### config.mk
export PLATFORM = sky130hd
export DESIGN_NAME = reg_access_proc
export DESIGN_NICKNAME = d
export VERILOG_FILES = /design/src/rtl/rap_pkg.sv /design/src/rtl/rap_req_parser.sv /design/src/rtl/rap_addr_decode.sv /design/src/rtl/rap_bus_seq.sv /design/src/rtl/rap_rsp_builder.sv /design/src/rtl/reg_access_proc.sv
export SDC_FILE = /design/constraint.sdc
export NUM_CORES = 1
export LEC_CHECK = 0
export BUFFER_PORTS_ARGS = -buffer_cell sky130_fd_sc_hd__buf_2
export CAP_MARGIN = 20
export CORE_MARGIN = 1.5
export CORE_UTILIZATION = 46
export DETAILED_ROUTE_END_ITERATION = 8
export PLACE_DENSITY = 0.76
export SYNTH_ARGS = -nofsm -noshare
export SYNTH_HDL_FRONTEND = slang
export SYNTH_HIERARCHICAL = 1
export SYNTH_SLANG_ARGS = --single-unit
### constraint.sdc
create_clock -name clk_i -period 2.65 [get_ports clk_i]
set_clock_uncertainty 0.05 [all_clocks]
set_input_delay 0.3975 -clock clk_i [delete_from_list [all_inputs] [get_ports clk_i]]
set_output_delay 0.3975 -clock clk_i [all_outputs]
set_load 0.01 [all_outputs]
### src/rtl/rap_pkg.sv
package rap_pkg;
  localparam int WORD_W = 16;
  localparam logic [15:0] TYPE_RD = 16'h2000;
  localparam logic [15:0] TYPE_WR = 16'h2001;
  localparam logic [15:0] STS_OK       = 16'h0000;
  localparam logic [15:0] STS_BAD_TYPE = 16'h0001;
  localparam logic [15:0] STS_BAD_ADDR = 16'h0002;
  localparam logic [15:0] STS_TIMEOUT  = 16'h0003;
  localparam int APP_SLOTS = 8;
  localparam int SEL_W = 6 + APP_SLOTS;

  typedef enum logic [1:0] {ST_RX, ST_CHK, ST_BUS, ST_TX} rap_state_e;
endpackage

### src/rtl/rap_req_parser.sv
module rap_req_parser #(
  parameter int ADDR_W = 32,
  parameter int DATA_W = 32,
  parameter int W      = 16
) (
  input  logic              clk_i,
  input  logic              rst_ni,
  input  logic              en_i,
  input  logic              valid_i,
  input  logic [W-1:0]      data_i,
  output logic              done_o,
  output logic [W-1:0]      type_o,
  output logic [ADDR_W-1:0] addr_o,
  output logic [DATA_W-1:0] wdata_o
);
  localparam int NWORDS = 1 + ADDR_W / W + DATA_W / W;
  localparam int CNT_W  = $clog2(NWORDS);

  logic [NWORDS*W-1:0] sreg_q;
  logic [CNT_W-1:0]    cnt_q;
  logic                take;

  assign take   = en_i && valid_i;
  assign done_o = take && (cnt_q == CNT_W'(NWORDS - 1));

  always_ff @(posedge clk_i or negedge rst_ni) begin
    if (!rst_ni) begin
      sreg_q <= '0;
      cnt_q  <= '0;
    end else if (take) begin
      sreg_q <= {sreg_q[(NWORDS-1)*W-1:0], data_i};
      cnt_q  <= done_o ? '0 : cnt_q + 1'b1;
    end
  end

  assign type_o  = sreg_q[NWORDS*W-1 -: W];
  assign addr_o  = sreg_q[ADDR_W+DATA_W-1 -: ADDR_W];
  assign wdata_o = sreg_q[DATA_W-1:0];
endmodule

### src/rtl/rap_addr_decode.sv
module rap_addr_decode
  import rap_pkg::*;
(
  input  logic [7:0]       tag_i,
  output logic [SEL_W-1:0] sel_o,
  output logic             hit_o
);
  logic [3:0] region, sub;
  logic       core, fw;
  logic [APP_SLOTS-1:0] app_sel;

  assign region = tag_i[7:4];
  assign sub    = tag_i[3:0];
  assign core   = (region == 4'h0) || (region == 4'h1);
  assign fw     = (region == 4'h2);

  for (genvar g = 0; g < APP_SLOTS; g++) begin : g_app
    assign app_sel[g] = fw && (sub == 4'(4 + g));
  end

  assign sel_o = {fw && (sub == 4'(5 + APP_SLOTS)),
                  fw && (sub == 4'(4 + APP_SLOTS)),
                  app_sel,
                  fw && (sub == 4'h2),
                  fw && (sub == 4'h1),
                  fw && (sub == 4'h0),
                  core};
  assign hit_o = |sel_o;
endmodule

### src/rtl/rap_bus_seq.sv
module rap_bus_seq #(
  parameter int TIMEOUT = 256
) (
  input  logic clk_i,
  input  logic rst_ni,
  input  logic start_i,
  input  logic ack_i,
  output logic done_o,
  output logic tout_o,
  output logic busy_o
);
  localparam int CW = (TIMEOUT > 2) ? $clog2(TIMEOUT) : 1;

  logic          busy_q;
  logic [CW-1:0] cnt_q;
  logic          last;

  assign last   = (cnt_q == CW'(TIMEOUT - 1));
  assign done_o = busy_q && (ack_i || last);
  assign tout_o = busy_q && !ack_i && last;
  assign busy_o = busy_q;

  always_ff @(posedge clk_i or negedge rst_ni) begin
    if (!rst_ni) begin
      busy_q <= 1'b0;
      cnt_q  <= '0;
    end else if (start_i) begin
      busy_q <= 1'b1;
      cnt_q  <= '0;
    end else if (busy_q) begin
      if (done_o) busy_q <= 1'b0;
      else        cnt_q  <= cnt_q + 1'b1;
    end
  end
endmodule

### src/rtl/rap_rsp_builder.sv
module rap_rsp_builder #(
  parameter int ADDR_W = 32,
  parameter int DATA_W = 32,
  parameter int W      = 16
) (
  input  logic              clk_i,
  input  logic              rst_ni,
  input  logic              load_i,
  input  logic [W-1:0]      type_i,
  input  logic [W-1:0]      status_i,
  input  logic [ADDR_W-1:0] addr_i,
  input  logic [DATA_W-1:0] data_i,
  input  logic              ready_i,
  output logic              valid_o,
  output logic [W-1:0]      data_o,
  output logic              last_o,
  output logic              done_o
);
  localparam int NWORDS = 2 + ADDR_W / W + DATA_W / W;
  localparam int CNT_W  = $clog2(NWORDS);

  logic [NWORDS*W-1:0] sreg_q;
  logic [CNT_W-1:0]    cnt_q;
  logic                active_q;

  assign valid_o = active_q;
  assign data_o  = sreg_q[NWORDS*W-1 -: W];
  assign last_o  = active_q && (cnt_q == CNT_W'(NWORDS - 1));
  assign done_o  = last_o && ready_i;

  always_ff @(posedge clk_i or negedge rst_ni) begin
    if (!rst_ni) begin
      sreg_q   <= '0;
      cnt_q    <= '0;
      active_q <= 1'b0;
    end else if (load_i) begin
      sreg_q   <= {type_i, status_i, addr_i, data_i};
      cnt_q    <= '0;
      active_q <= 1'b1;
    end else if (active_q && ready_i) begin
      sreg_q <= sreg_q << W;
      cnt_q  <= cnt_q + 1'b1;
      if (last_o) active_q <= 1'b0;
    end
  end
endmodule

### src/rtl/reg_access_proc.sv
module reg_access_proc
  import rap_pkg::*;
#(
  parameter int          ADDR_W   = 32,
  parameter int          DATA_W   = 32,
  parameter int          TIMEOUT  = 256,
  parameter logic [15:0] UDP_PORT = 16'd1001
) (
  input  logic              clk_i,
  input  logic              rst_ni,
  input  logic              req_valid_i,
  output logic              req_ready_o,
  input  logic [15:0]       req_data_i,
  output logic              rsp_valid_o,
  input  logic              rsp_ready_i,
  output logic [15:0]       rsp_data_o,
  output logic              rsp_last_o,
  output logic [15:0]       rsp_port_o,
  output logic              bus_stb_o,
  output logic              bus_we_o,
  output logic [ADDR_W-1:0] bus_addr_o,
  output logic [DATA_W-1:0] bus_wdata_o,
  output logic [SEL_W-1:0]  bus_sel_o,
  input  logic              bus_ack_i,
  input  logic [DATA_W-1:0] bus_rdata_i
);
  rap_state_e state_q, state_d;

  logic              parse_done, hit, is_rd, is_wr, type_ok;
  logic              seq_done, seq_tout, seq_busy, rsp_done, load;
  logic [15:0]       req_type, rsp_sts;
  logic [ADDR_W-1:0] req_addr;
  logic [DATA_W-1:0] req_wdata, rsp_dat;
  logic [SEL_W-1:0]  sel;

  assign req_ready_o = (state_q == ST_RX);
  assign rsp_port_o  = UDP_PORT;

  rap_req_parser #(.ADDR_W(ADDR_W), .DATA_W(DATA_W), .W(WORD_W)) u_parse (
    .clk_i, .rst_ni, .en_i(req_ready_o), .valid_i(req_valid_i), .data_i(req_data_i),
    .done_o(parse_done), .type_o(req_type), .addr_o(req_addr), .wdata_o(req_wdata));

  rap_addr_decode u_dec (.tag_i(req_addr[ADDR_W-1 -: 8]), .sel_o(sel), .hit_o(hit));

  assign is_rd   = (req_type == TYPE_RD);
  assign is_wr   = (req_type == TYPE_WR);
  assign type_ok = is_rd || is_wr;

  assign bus_stb_o   = (state_q == ST_CHK) && type_ok && hit;
  assign bus_we_o    = is_wr;
  assign bus_addr_o  = req_addr;
  assign bus_wdata_o = req_wdata;
  assign bus_sel_o   = (bus_stb_o || seq_busy) ? sel : '0;

  rap_bus_seq #(.TIMEOUT(TIMEOUT)) u_seq (
    .clk_i, .rst_ni, .start_i(bus_stb_o), .ack_i(bus_ack_i),
    .done_o(seq_done), .tout_o(seq_tout), .busy_o(seq_busy));

  always_comb begin
    load    = 1'b0;
    rsp_sts = STS_OK;
    rsp_dat = req_wdata;
    state_d = state_q;
    unique case (state_q)
      ST_RX:  if (parse_done) state_d = ST_CHK;
      ST_CHK: begin
        if (!type_ok) begin
          load    = 1'b1;
          rsp_sts = STS_BAD_TYPE;
          state_d = ST_TX;
        end else if (!hit) begin
          load    = 1'b1;
          rsp_sts = STS_BAD_ADDR;
          rsp_dat = is_rd ? '0 : req_wdata;
          state_d = ST_TX;
        end else begin
          state_d = ST_BUS;
        end
      end
      ST_BUS: if (seq_done) begin
        load    = 1'b1;
        rsp_sts = seq_tout ? STS_TIMEOUT : STS_OK;
        if (is_rd) rsp_dat = seq_tout ? '0 : bus_rdata_i;
        state_d = ST_TX;
      end
      ST_TX:  if (rsp_done) state_d = ST_RX;
      default: state_d = ST_RX;
    endcase
  end

  always_ff @(posedge clk_i or negedge rst_ni) begin
    if (!rst_ni) state_q <= ST_RX;
    else         state_q <= state_d;
  end

  rap_rsp_builder #(.ADDR_W(ADDR_W), .DATA_W(DATA_W), .W(WORD_W)) u_rsp (
    .clk_i, .rst_ni, .load_i(load), .type_i(req_type), .status_i(rsp_sts),
    .addr_i(req_addr), .data_i(rsp_dat), .ready_i(rsp_ready_i),
    .valid_o(rsp_valid_o), .data_o(rsp_data_o), .last_o(rsp_last_o), .done_o(rsp_done));
endmodule

## After elaboration in Yosys (flattened, before gate mapping)

Cells that the tools add are included.

- Add/sub/neg operators: 3
- Equality and inequality tests: 26
- Mux-type cells: 37
- Reduce and logical (&&, ||, !) cells: 38

Operators with widths:

| kind | number |
|---|---|
| 32-bit 2-to-1 mux | 6 |
| 96-bit 2-to-1 mux | 2 |
| 32-bit case mux with 2 select lines | 1 |
| 16-bit by 14-bit == test with 1-bit output, second input constant | 2 |
| 4-bit == test, second input constant | 6 |
| 8-bit 2-to-1 mux | 3 |
| 1-bit logical AND | 23 |
| 4-bit by 3-bit == test with 1-bit output, second input constant | 4 |
| 14-bit 2-to-1 mux | 1 |
| 2-bit 2-to-1 mux | 7 |
| 14-bit OR reduction | 1 |
| 1-bit 2-to-1 mux | 11 |
| 3-bit 2-to-1 mux | 3 |
| 8-bit by 1-bit adder with 8-bit output, second input constant | 1 |
| 4-bit by 1-bit == test with 1-bit output, second input constant | 2 |
| 4-bit by 2-bit == test with 1-bit output, second input constant | 2 |
| 8-bit == test, second input constant | 1 |
| 4-bit logical NOT | 2 |
| 2-bit inequality test, second input constant | 4 |
| 2-bit case mux with 4 select lines | 1 |
| 3-bit by 1-bit adder with 3-bit output, second input constant | 2 |
| 3-bit == test, second input constant | 2 |
| 2-bit nonzero test | 3 |
| 2-bit == test, second input constant | 2 |
| other kinds (8) | 12 |

- Flip-flop bits (word level): 194
- Bits of input ports: 53
- Word-level logic and storage cells: 112

## Logic depth before layout (Yosys ltp)

Gate-level depths: netlist (run 1).

- Word-level depth: 8
- Depth in mapped cells: 12

## Modules after synthesis

The synthesis (run 1) kept the hierarchy.

By module, submodules not included:

| module | instances | cells an instance | area an instance (sq um) | sequential area each (sq um) |
|---|---|---|---|---|
| rap_rsp_builder | 1 | 564 | 5,502.8 | 2,502.4 |
| rap_req_parser | 1 | 186 | 3,320.7 | 2,077.0 |
| reg_access_proc | 1 | 228 | 1,642.8 | 50.0 |
| rap_bus_seq | 1 | 50 | 509.2 | 225.2 |
| rap_addr_decode | 1 | 27 | 165.2 | 0.0 |

## Worst setup path before layout (run 1)

OpenSTA, ideal clock, no wires.

- Path kind: register -> register
- From: register u_parse.sreg_q[59]
- To: register u_rsp.sreg_q[59]
- Arrival time: 2.738 ns
- Data required time: 2.472 ns
- Setup slack: -0.266 ns
- Cell stages (with the launch flop): 12
- Buffers on the path: 4
- Period minus slack after synthesis: 2.916 ns
- Path through: dfrtp_1 -> or3b_2 -> a21oi_1 -> a2111oi_0 -> a21boi_2 -> o21a_1 -> buf_2 -> buf_4 -> buf_2 -> buf_2 -> nand2_1 -> o211ai_2

- Word-level cells in the longest chain between the ends: 7

Ends and longest elaborated chain:

| item | RTL line | text |
|---|---|---|
| from (decl) | rap_req_parser.sv:19 | `logic [NWORDS*W-1:0] sreg_q;` |
| from (signal assigned) | rap_req_parser.sv:31 | `sreg_q <= {sreg_q[(NWORDS-1)*W-1:0], data_i};` |
| 4-bit by 1-bit == test with 1-bit output (tied with other cells) | rap_addr_decode.sv:25 | `fw && (sub == 4'h1),` |
| 1-bit logical AND (tied with other cells) | rap_addr_decode.sv:25 |  |
| 14-bit OR reduction (*) | rap_addr_decode.sv:28 | `assign hit_o = \|sel_o;` |
| net hit | reg_access_proc.sv:29 | `logic parse_done, hit, is_rd, is_wr, type_ok;` |
| 1-bit 2-to-1 mux (*) | reg_access_proc.sv:71 | `end else if (!hit) begin` |
| 1-bit 2-to-1 mux (*) | reg_access_proc.sv:67 | `if (!type_ok) begin` |
| 1-bit case mux with 2 select lines (*) | reg_access_proc.sv:64 | `unique case (state_q)` |
| net load | reg_access_proc.sv:30 | `logic seq_done, seq_tout, seq_busy, rsp_done, load;` |
| 96-bit 2-to-1 mux or 2-bit nonzero test (tied branches) | - |  |
| to (signal assigned) | rap_rsp_builder.sv:37 | `sreg_q <= {type_i, status_i, addr_i, data_i};` |
| to (signal assigned) | rap_rsp_builder.sv:41 | `sreg_q <= sreg_q << W;` |
| to (decl) | rap_rsp_builder.sv:22 | `logic [NWORDS*W-1:0] sreg_q;` |

The timed path passes the listed nets; every way through them passes the cells marked *.
A chain may end at the register's enable or synchronous reset.

## Worst setup path in the final report (run 1)

- From: register u_parse.sreg_q[72]
- To: output bus_sel_o[6]

- Word-level cells in the longest chain between the ends: 6

Ends and longest elaborated chain:

| item | RTL line | text |
|---|---|---|
| 16-bit by 14-bit == test with 1-bit output, on equally long branches | reg_access_proc.sv:45, reg_access_proc.sv:46 |  |
| 1-bit logical OR (*) | reg_access_proc.sv:47 | `assign type_ok = is_rd \|\| is_wr;` |
| 1-bit logical AND (*) (2 in a row) | reg_access_proc.sv:49 | `assign bus_stb_o = (state_q == ST_CHK) && type_ok && hit;` |
| 1-bit logical OR (*) | reg_access_proc.sv:53 | `assign bus_sel_o = (bus_stb_o \|\| seq_busy) ? sel : '0;` |
| 14-bit 2-to-1 mux (*) | reg_access_proc.sv:53 |  |
| to (decl) | reg_access_proc.sv:23 | `output logic [SEL_W-1:0] bus_sel_o,` |

Mark *: on every way between the ends. The rest lies on a longest branch, timed or not.

==> results of run 1 <==
## routing by layer
layer,up-vias,global-route usage
li1,3958,-
met1,4236,0.339
met2,313,0.352
met3,30,0.0471
met4,0,0.0538
met5,-,0
## cell type report
class / count / share of cell area
tap: 319 / 0.0313
multi-input combinational: 729 / 0.436
sequential: 194 / 0.381
inverter: 25 / 0.00737
clock inverter: 13 / 0.0124
timing repair buffer: 190 / 0.0960
clock buffer: 19 / 0.0356
## through the flow
stage | total power, mW | setup WS [ns] | area [sq um] | cells
2_1_floorplan | 10.4 | 0.212 | 11300 | 1083
3_3_place_gp | 12.1 | 0.222 | 12000 | 1449
3_5_place_dp | 12.4 | 0.168 | 12000 | 1449
4_1_cts | 15.1 | 0.00954 | 12700 | 1484
5_1_grt | 16.2 | -0.0000306 | 12700 | 1489
6_report | 15.2 | 0.0697 | 12700 | 1489
## report_power, final
group / switching, mW / internal (mW) / total, mW
Combinational: 3.52 / 3.47 / 6.99
Clock: 1.14 / 1.53 / 2.68
Sequential: 1.35 / 4.18 / 5.53
Total: 6.02 / 9.18 / 15.2
## registers in the layout (all words and copies together) (netlist names)
name and count:
u_rsp/cnt_q 3, u_seq/busy_o 1, state_q 2, u_rsp/sreg_q 96
u_seq/cnt_q 8, u_rsp/valid_o 1, u_parse/cnt_q 3, u_parse/sreg_q 80
## kinds of logic after synthesis
family	Yosys count
and+or+nand+nor	413
DFF	194
AOI/OAI and AO/OA	187
buffers and inverters	160
muxes	84
adders and majority gates	9
xor gates and xnor gates	6
other	2
## cells in the final DEF (no fill, tap or decap), types with 11 or more instances in the layout
| cell type | Yosys | final |
|---|---|---|
| sky130_fd_sc_hd__nand2b_1 | 86 | 86 |
| sky130_fd_sc_hd__buf_12 | 0 | 11 |
| sky130_fd_sc_hd__nor2b_2 | 10 | 11 |
| sky130_fd_sc_hd__nand2_1 | 105 | 104 |
| sky130_fd_sc_hd__nand3_1 | 70 | 70 |
| sky130_fd_sc_hd__mux2_4 | 46 | 46 |
| sky130_fd_sc_hd__o21ai_0 | 12 | 12 |
| sky130_fd_sc_hd__o211ai_1 | 96 | 96 |
| sky130_fd_sc_hd__mux2_2 | 37 | 37 |
| sky130_fd_sc_hd__nand4b_1 | 81 | 81 |
| sky130_fd_sc_hd__dfrtp_1 | 194 | 192 |
| sky130_fd_sc_hd__conb_1 | 2 | 30 |
| sky130_fd_sc_hd__inv_1 | 25 | 25 |
| sky130_fd_sc_hd__buf_2 | 31 | 150 |
| sky130_fd_sc_hd__o211ai_2 | 34 | 34 |
| sky130_fd_sc_hd__o311ai_1 | 16 | 16 |
| sky130_fd_sc_hd__nor2_1 | 21 | 21 |
| sky130_fd_sc_hd__clkbuf_16 | 0 | 18 |
| sky130_fd_sc_hd__buf_4 | 37 | 24 |
## final timing paths
path                            slack, ns            endpoint               start  depth (start not counted)
max in group asynchronous            1.36    u_rsp/sreg_q[58]              rst_ni                          3
worst max-delay path                 0.07        bus_sel_o[6]  u_parse/sreg_q[72]                          6
worst min-delay path                 0.14  u_parse/sreg_q[12]      req_data_i[12]                          2
worst max register to register       0.22    u_rsp/sreg_q[86]      u_seq/cnt_q[0]                          9
worst min register to register       0.49     u_rsp/sreg_q[1]     u_rsp/sreg_q[1]                          2
min in group asynchronous            0.47      u_seq/cnt_q[4]              rst_ni                          2
## timing repair
item / CTS / global route
endpoints found under the setup margin: 14 / 34
hold endpoints to repair: 61 / 0
hold buffers: 1 / 0
gates cloned: 0 / 1
pin swaps: 2 / 7
setup buffers: 2 / 4
gates resized for setup: 4 / 7
==> reports/qor.log, run 1 <==
INFO  die            dieWidth=159microns
INFO  clock_network  cts_buffers=17
INFO  final_layout   areaGrowthSynthToFinish=14.3%
INFO  logic_synthesis asyncSetResetFlopFracSynth=1.00
INFO  hold_path      hold_path_class=input port to flip-flop
INFO  logic_synthesis yosys-top-cells-count=sky130_fd_sc_hd__dfrtp_1 (194), sky130_fd_sc_hd__nand2_1 (105), sky130_fd_sc_hd__o211ai_1 (96)
INFO  logic_synthesis synth_adder_area_share=0.0101
INFO  logic_synthesis synth-compound-area-share=0.141
INFO  die            chip_height=159microns
INFO  critical_path  crit_path_top_delay_cell=sky130_fd_sc_hd__dfrtp_1
INFO  die            io_pins=168
INFO  logic_synthesis synthDistinctLibCells=58
INFO  grt            grt-ovfl-total=0
INFO  logic_synthesis combinational_family_with_the_most_area_after_synthesis=simple AND/OR/NAND/NOR gates
INFO  die            design.core.area=23,600squm
INFO  critical_path  crit_path_start_kind=flip-flop
INFO  outcome        status=finished, final reports clean
INFO  logic_synthesis synthSimpleGateAreaFrac=0.226
INFO  logic_synthesis yosysMostFrequentCell=sky130_fd_sc_hd__dfrtp_1
INFO  logic_synthesis post_synth_inst_count=1,055
INFO  critical_path  setup.worst_path.end_class=output port
INFO  critical_path  critical_path_cell_by_cell=nor4_4, and4_4, a31oi_4, buf_12, nor2b_2, buf_2
INFO  power_and_ir_drop ir_drop=0.625mV
INFO  clock_network  path_clk_slew=0.07ns
INFO  clock_network  cts_tree=built
INFO  die            die_area=25,200squm
INFO  sta            post-route-period-util=0.974
INFO  logic_synthesis yosys.area.top_type_share=0.436
INFO  logic_synthesis ys_ff_latch=194
INFO  critical_path  worst_path_dominant_cell_family=simple AND/OR/NAND/NOR gates
INFO  detailed_routing wl_met3=2000microns
INFO  critical_path  setup.worst_path.class=flip-flop to output port
INFO  logic_synthesis syn-mean-instance-area=10.6squm
INFO  critical_path  worst_path_largest_cell_delay=0.43ns
INFO  detailed_routing top_layer_used=met4
INFO  final_layout   num_antenna_cells=0
INFO  detailed_routing route.detailed.vias_per_inst=5.73
INFO  die            initial_standard_cell_utilization_of_the_core=0.472
INFO  logic_synthesis yosys_warnings=6
INFO  final_layout   final_core_util=0.539
INFO  final_layout   layout-drive-gt1-share=0.322
INFO  place          portBuffers=151
INFO  sta            timing.final.hold_violations=0
INFO  final_layout   multi_input_area=5550squm
INFO  detailed_routing drt_pass1_iterations=5
INFO  detailed_routing dr_total_vias=8,537
INFO  place          routabilityCongestion=0.804
INFO  clock_network  clock_sinks=194
INFO  job            cap_violations=0
INFO  logic_synthesis synth-edff-count=0
INFO  sta            maxSlewViolCount=0
INFO  sta            final_period_minus_worst_setup_slack=2.58ns
INFO  critical_path  arr_time_crit_path=2.13ns
INFO  sta            max_slew_margin=0.385
INFO  critical_path  worst-path-max-fanout=7
INFO  final_layout   final_nets=1,219
INFO  die            rows=56
INFO  place          post_detailed_placement_half_perimeter_wirelength=18,300microns
INFO  detailed_routing wl_met1=13,000microns
INFO  grt            grt_pass1_wl=45,400microns
INFO  logic_synthesis syn-cell-area=11,100squm
INFO  sta            finalSetupViolCount=0
INFO  detailed_routing drcViolationCount=0
INFO  detailed_routing detail_route.wirelength=28,300microns
INFO  power_and_ir_drop cellPowerDensity=1190nW/um^2
INFO  detailed_routing detail_route.iter0.violations=785
INFO  logic_synthesis synthMuxAreaShare=0.100
INFO  critical_path  endpoint_required_time_on_the_critical_path=2.20ns
INFO  detailed_routing routedWlPerCell=19.0microns
INFO  sta            fin_worst_hold_slack=0.138ns
INFO  logic_synthesis post_synth_main_area_contributors=sky130_fd_sc_hd__dfrtp_1 (44%), sky130_fd_sc_hd__o211ai_1 (6.5%), sky130_fd_sc_hd__nand4b_1 (6.4%)
INFO  grt            antenna_found_initial=0
INFO  clock_network  cts.path.max_buffers=2
INFO  detailed_routing post_detailed_route_count_of_antenna_violating_nets=0
INFO  grt            gr-usage-all-layers=0.232
INFO  final_layout   ff_latch_area=4860squm
INFO  logic_synthesis synth_sequential_area_ratio=0.436
INFO  logic_synthesis most_used_dff_post_synth=sky130_fd_sc_hd__dfrtp_1
INFO  sta            max_freq=388MHz
INFO  logic_synthesis synth_area_leader_cell=sky130_fd_sc_hd__dfrtp_1
INFO  clock_network  cts-htree-levels=4
INFO  sta            max_slew.worst_pin.slew=0.922ns
INFO  final_layout   fillCellCount=2,045
INFO  sta            finalSetupTns=0ns
INFO  grt            grt_pass1_vias=8,190
INFO  clock_network  cts.root.buffer_cell=sky130_fd_sc_hd__clkbuf_16
INFO  grt            pin_count_of_the_biggest_net_entering_global_routing=97
INFO  power_and_ir_drop leakage_power=5.58nW
INFO  detailed_routing met2RoutedLength=12,900microns
INFO  logic_synthesis synth_xor_xnor_area_share=0.00472
INFO  critical_path  critical_path_buf_inv_count=2
INFO  clock_network  clock_latency=0.44ns
Note: power is estimated with default switching activity, not from simulation.
==> inputs of run 2 (changes only) <==
--- a/config.mk
+++ b/config.mk
@@ -5,7 +5,7 @@
 export SDC_FILE = /design/constraint.sdc
 export NUM_CORES = 1
 export LEC_CHECK = 0
-export BUFFER_PORTS_ARGS = -buffer_cell sky130_fd_sc_hd__buf_2
+export BUFFER_PORTS_ARGS = -buffer_cell sky130_fd_sc_hd__buf_4
 export CAP_MARGIN = 20
 export CORE_MARGIN = 1.5
 export CORE_UTILIZATION = 46
==> reports/qor.log, run 2 (synthesis gave the netlist of run 1 again) <==
INFO  outcome        status=finished, final reports clean
INFO  grt            gr-usage-all-layers=0.234
INFO  critical_path  worst-path-max-fanout=5
INFO  clock_network  cts_tree=built
INFO  place          place_worst_setup_slack=0.192ns
INFO  place          post_detailed_placement_half_perimeter_wirelength=18,400microns
INFO  critical_path  timing.reg2reg.worst_path_depth=11
INFO  power_and_ir_drop cellPowerDensity=1190nW/um^2
INFO  critical_path  arr_time_crit_path=2.12ns
INFO  final_layout   largest_register_ff_count=96
INFO  sta            fin_worst_hold_slack=0.138ns
INFO  critical_path  crit_end=bus_sel_o[9]
INFO  clock_network  path_clk_slew=0.07ns
INFO  clock_network  clock_latency=0.43ns
INFO  final_layout   areaGrowthSynthToFinish=17.5%
INFO  sta            max_freq=389MHz
INFO  clock_network  cts.path.max_buffers=2
INFO  sta            final_period_minus_worst_setup_slack=2.57ns
INFO  critical_path  setup.worst_path.class=flip-flop to output port
INFO  sta            post-route-period-util=0.971
INFO  job            cap_violations=0
INFO  grt            grt_pass1_vias=8,064
INFO  power_and_ir_drop power.total=15.6mW
INFO  sta            max_slew_margin=0.343
INFO  die            design.core.area=23,600squm
INFO  detailed_routing detail_route.iter0.violations=852
INFO  die            rows=56
INFO  place          postPlaceCellArea=12,400squm
INFO  detailed_routing detail_route.wirelength=28,700microns
INFO  final_layout   top_register=u_rsp/sreg_q
INFO  detailed_routing drcViolationCount=0
INFO  place          routabilityCongestion=0.786
INFO  die            chip_height=159microns
INFO  critical_path  crit_path_start_kind=flip-flop
INFO  sta            maxSlewViolCount=0
INFO  critical_path  critPathLaunch=u_parse/sreg_q[61]
INFO  final_layout   num_antenna_cells=0
INFO  power_and_ir_drop ir_drop=0.684mV
INFO  clock_network  cts-htree-levels=4
INFO  critical_path  endpoint_required_time_on_the_critical_path=2.20ns
INFO  final_layout   final_common_cell=sky130_fd_sc_hd__dfrtp_1
INFO  grt            grt-ovfl-total=0
INFO  hold_path      hold_path_class=input port to flip-flop
INFO  sta            finalSetupViolCount=0
INFO  critical_path  crit-reg2reg-launch=u_seq/cnt_q[0]
INFO  critical_path  timing.reg2reg.setup_slack=0.20ns
INFO  grt            grt_pass1_wl=45,500microns
INFO  critical_path  setup.worst_path.end_class=output port
INFO  detailed_routing route.detailed.vias_per_inst=5.76
INFO  detailed_routing routedWlPerCell=19.3microns
INFO  sta            rsz0062_at_grt=no
INFO  final_layout   layout-drive-gt1-share=0.318
INFO  final_layout   final_nets=1,219
INFO  final_layout   layout.cell_area.non_filler=13,100squm
INFO  final_layout   layout_top_registers=u_rsp/sreg_q: 96 flops, u_parse/sreg_q: 80 flops, u_seq/cnt_q: 8 flops
INFO  clock_network  cts.root.buffer_cell=sky130_fd_sc_hd__clkbuf_16
INFO  grt            antenna_found_initial=0
INFO  detailed_routing drt_pass1_iterations=5
INFO  final_layout   fillCellCount=1,984
INFO  die            die_area=25,200squm
INFO  sta            max_slew.worst_pin.slew=0.986ns
INFO  sta            postLayoutSetupSlackWorst=0.0779ns
INFO  sta            finalSetupTns=0ns
INFO  detailed_routing dr_total_vias=8,574
INFO  critical_path  worstReg2RegEnd=u_rsp/sreg_q[16]
INFO  die            dieWidth=159microns
INFO  die            io_pins=168
INFO  detailed_routing post_detailed_route_count_of_antenna_violating_nets=0
INFO  power_and_ir_drop leakage_power=5.65nW
INFO  sta            timing.final.hold_violations=0
INFO  final_layout   top_library_cells_by_usage_in_the_layout_fill_and_taps_aside=sky130_fd_sc_hd__dfrtp_1 (192), sky130_fd_sc_hd__buf_4 (174), sky130_fd_sc_hd__nand2_1 (103)
INFO  clock_network  clock_sinks=194
INFO  die            initial_standard_cell_utilization_of_the_core=0.472
INFO  place          portBuffers=151
INFO  clock_network  cts_buffers=17
INFO  grt            pin_count_of_the_biggest_net_entering_global_routing=97
==> run 2: per-layer routing <==
layer  part of all wire  track usage  up-vias
li1                   -            -     3966
met1               0.45        0.336     4234
met2               0.45        0.352      340
met3              0.073       0.0514       34
met4              0.019       0.0721        0
met5                  0            0        -
==> run 2: power breakdown <==
group,leakage (nW),total [mW],internal [mW],switching (mW)
Clock,0.279,2.67,1.52,1.15
Sequential,2.45,5.54,4.17,1.36
Combinational,2.92,7.36,3.81,3.55
==> run 2: layout make-up <==
| cell class | count | area [sq um] | area share |
|---|---|---|---|
| tap | 319 | 399 | 0.0305 |
| inverter | 25 | 93.8 | 0.00717 |
| sequential | 194 | 4860 | 0.371 |
| clock buffer | 20 | 447 | 0.0341 |
| multi-input combinational | 729 | 5550 | 0.424 |
| clock inverter | 11 | 155 | 0.0119 |
| timing repair buffer | 190 | 1580 | 0.121 |
==> run 2: critical path, cell delays in order, from the launching register on <==
cell,delay (ns)
sky130_fd_sc_hd__dfrtp_1,0.40
sky130_fd_sc_hd__buf_4,0.15
sky130_fd_sc_hd__a2111oi_4,0.53
sky130_fd_sc_hd__a31oi_4,0.19
sky130_fd_sc_hd__buf_4,0.19
sky130_fd_sc_hd__nor2b_2,0.10
sky130_fd_sc_hd__buf_4,0.13
==> run 2: how the worst min path moves through the flow <==
stage | start | to | cells after the start
global route | req_data_i[4] | u_parse/sreg_q[4] | 2
global placement | rst_ni | u_rsp/sreg_q[93] | 1
finish | req_data_i[8] | u_parse/sreg_q[8] | 2
detailed placement | rst_ni | u_parse/sreg_q[79] | 1
floorplan | rst_ni | state_q[0] | 0
CTS | req_data_i[4] | u_parse/sreg_q[4] | 2
==> run 2: through the flow <==
step | cells | utilization
floorplan | 1083 | -
global placement | 1446 | 0.523
detailed placement | 1446 | 0.523
CTS | 1481 | 0.551
global route | 1488 | 0.554
finish | 1488 | 0.554
==> run 2: timing repair <==
| item | in CTS | in global routing |
|---|---|---|
| hold buffers | 1 | 0 |
| endpoints found under the hold margin | 56 | 0 |
| setup buffers | 3 | 7 |
| resized for setup | 4 | 7 |
| pin swaps | 1 | 3 |
| setup endpoints to repair | 14 | 15 |
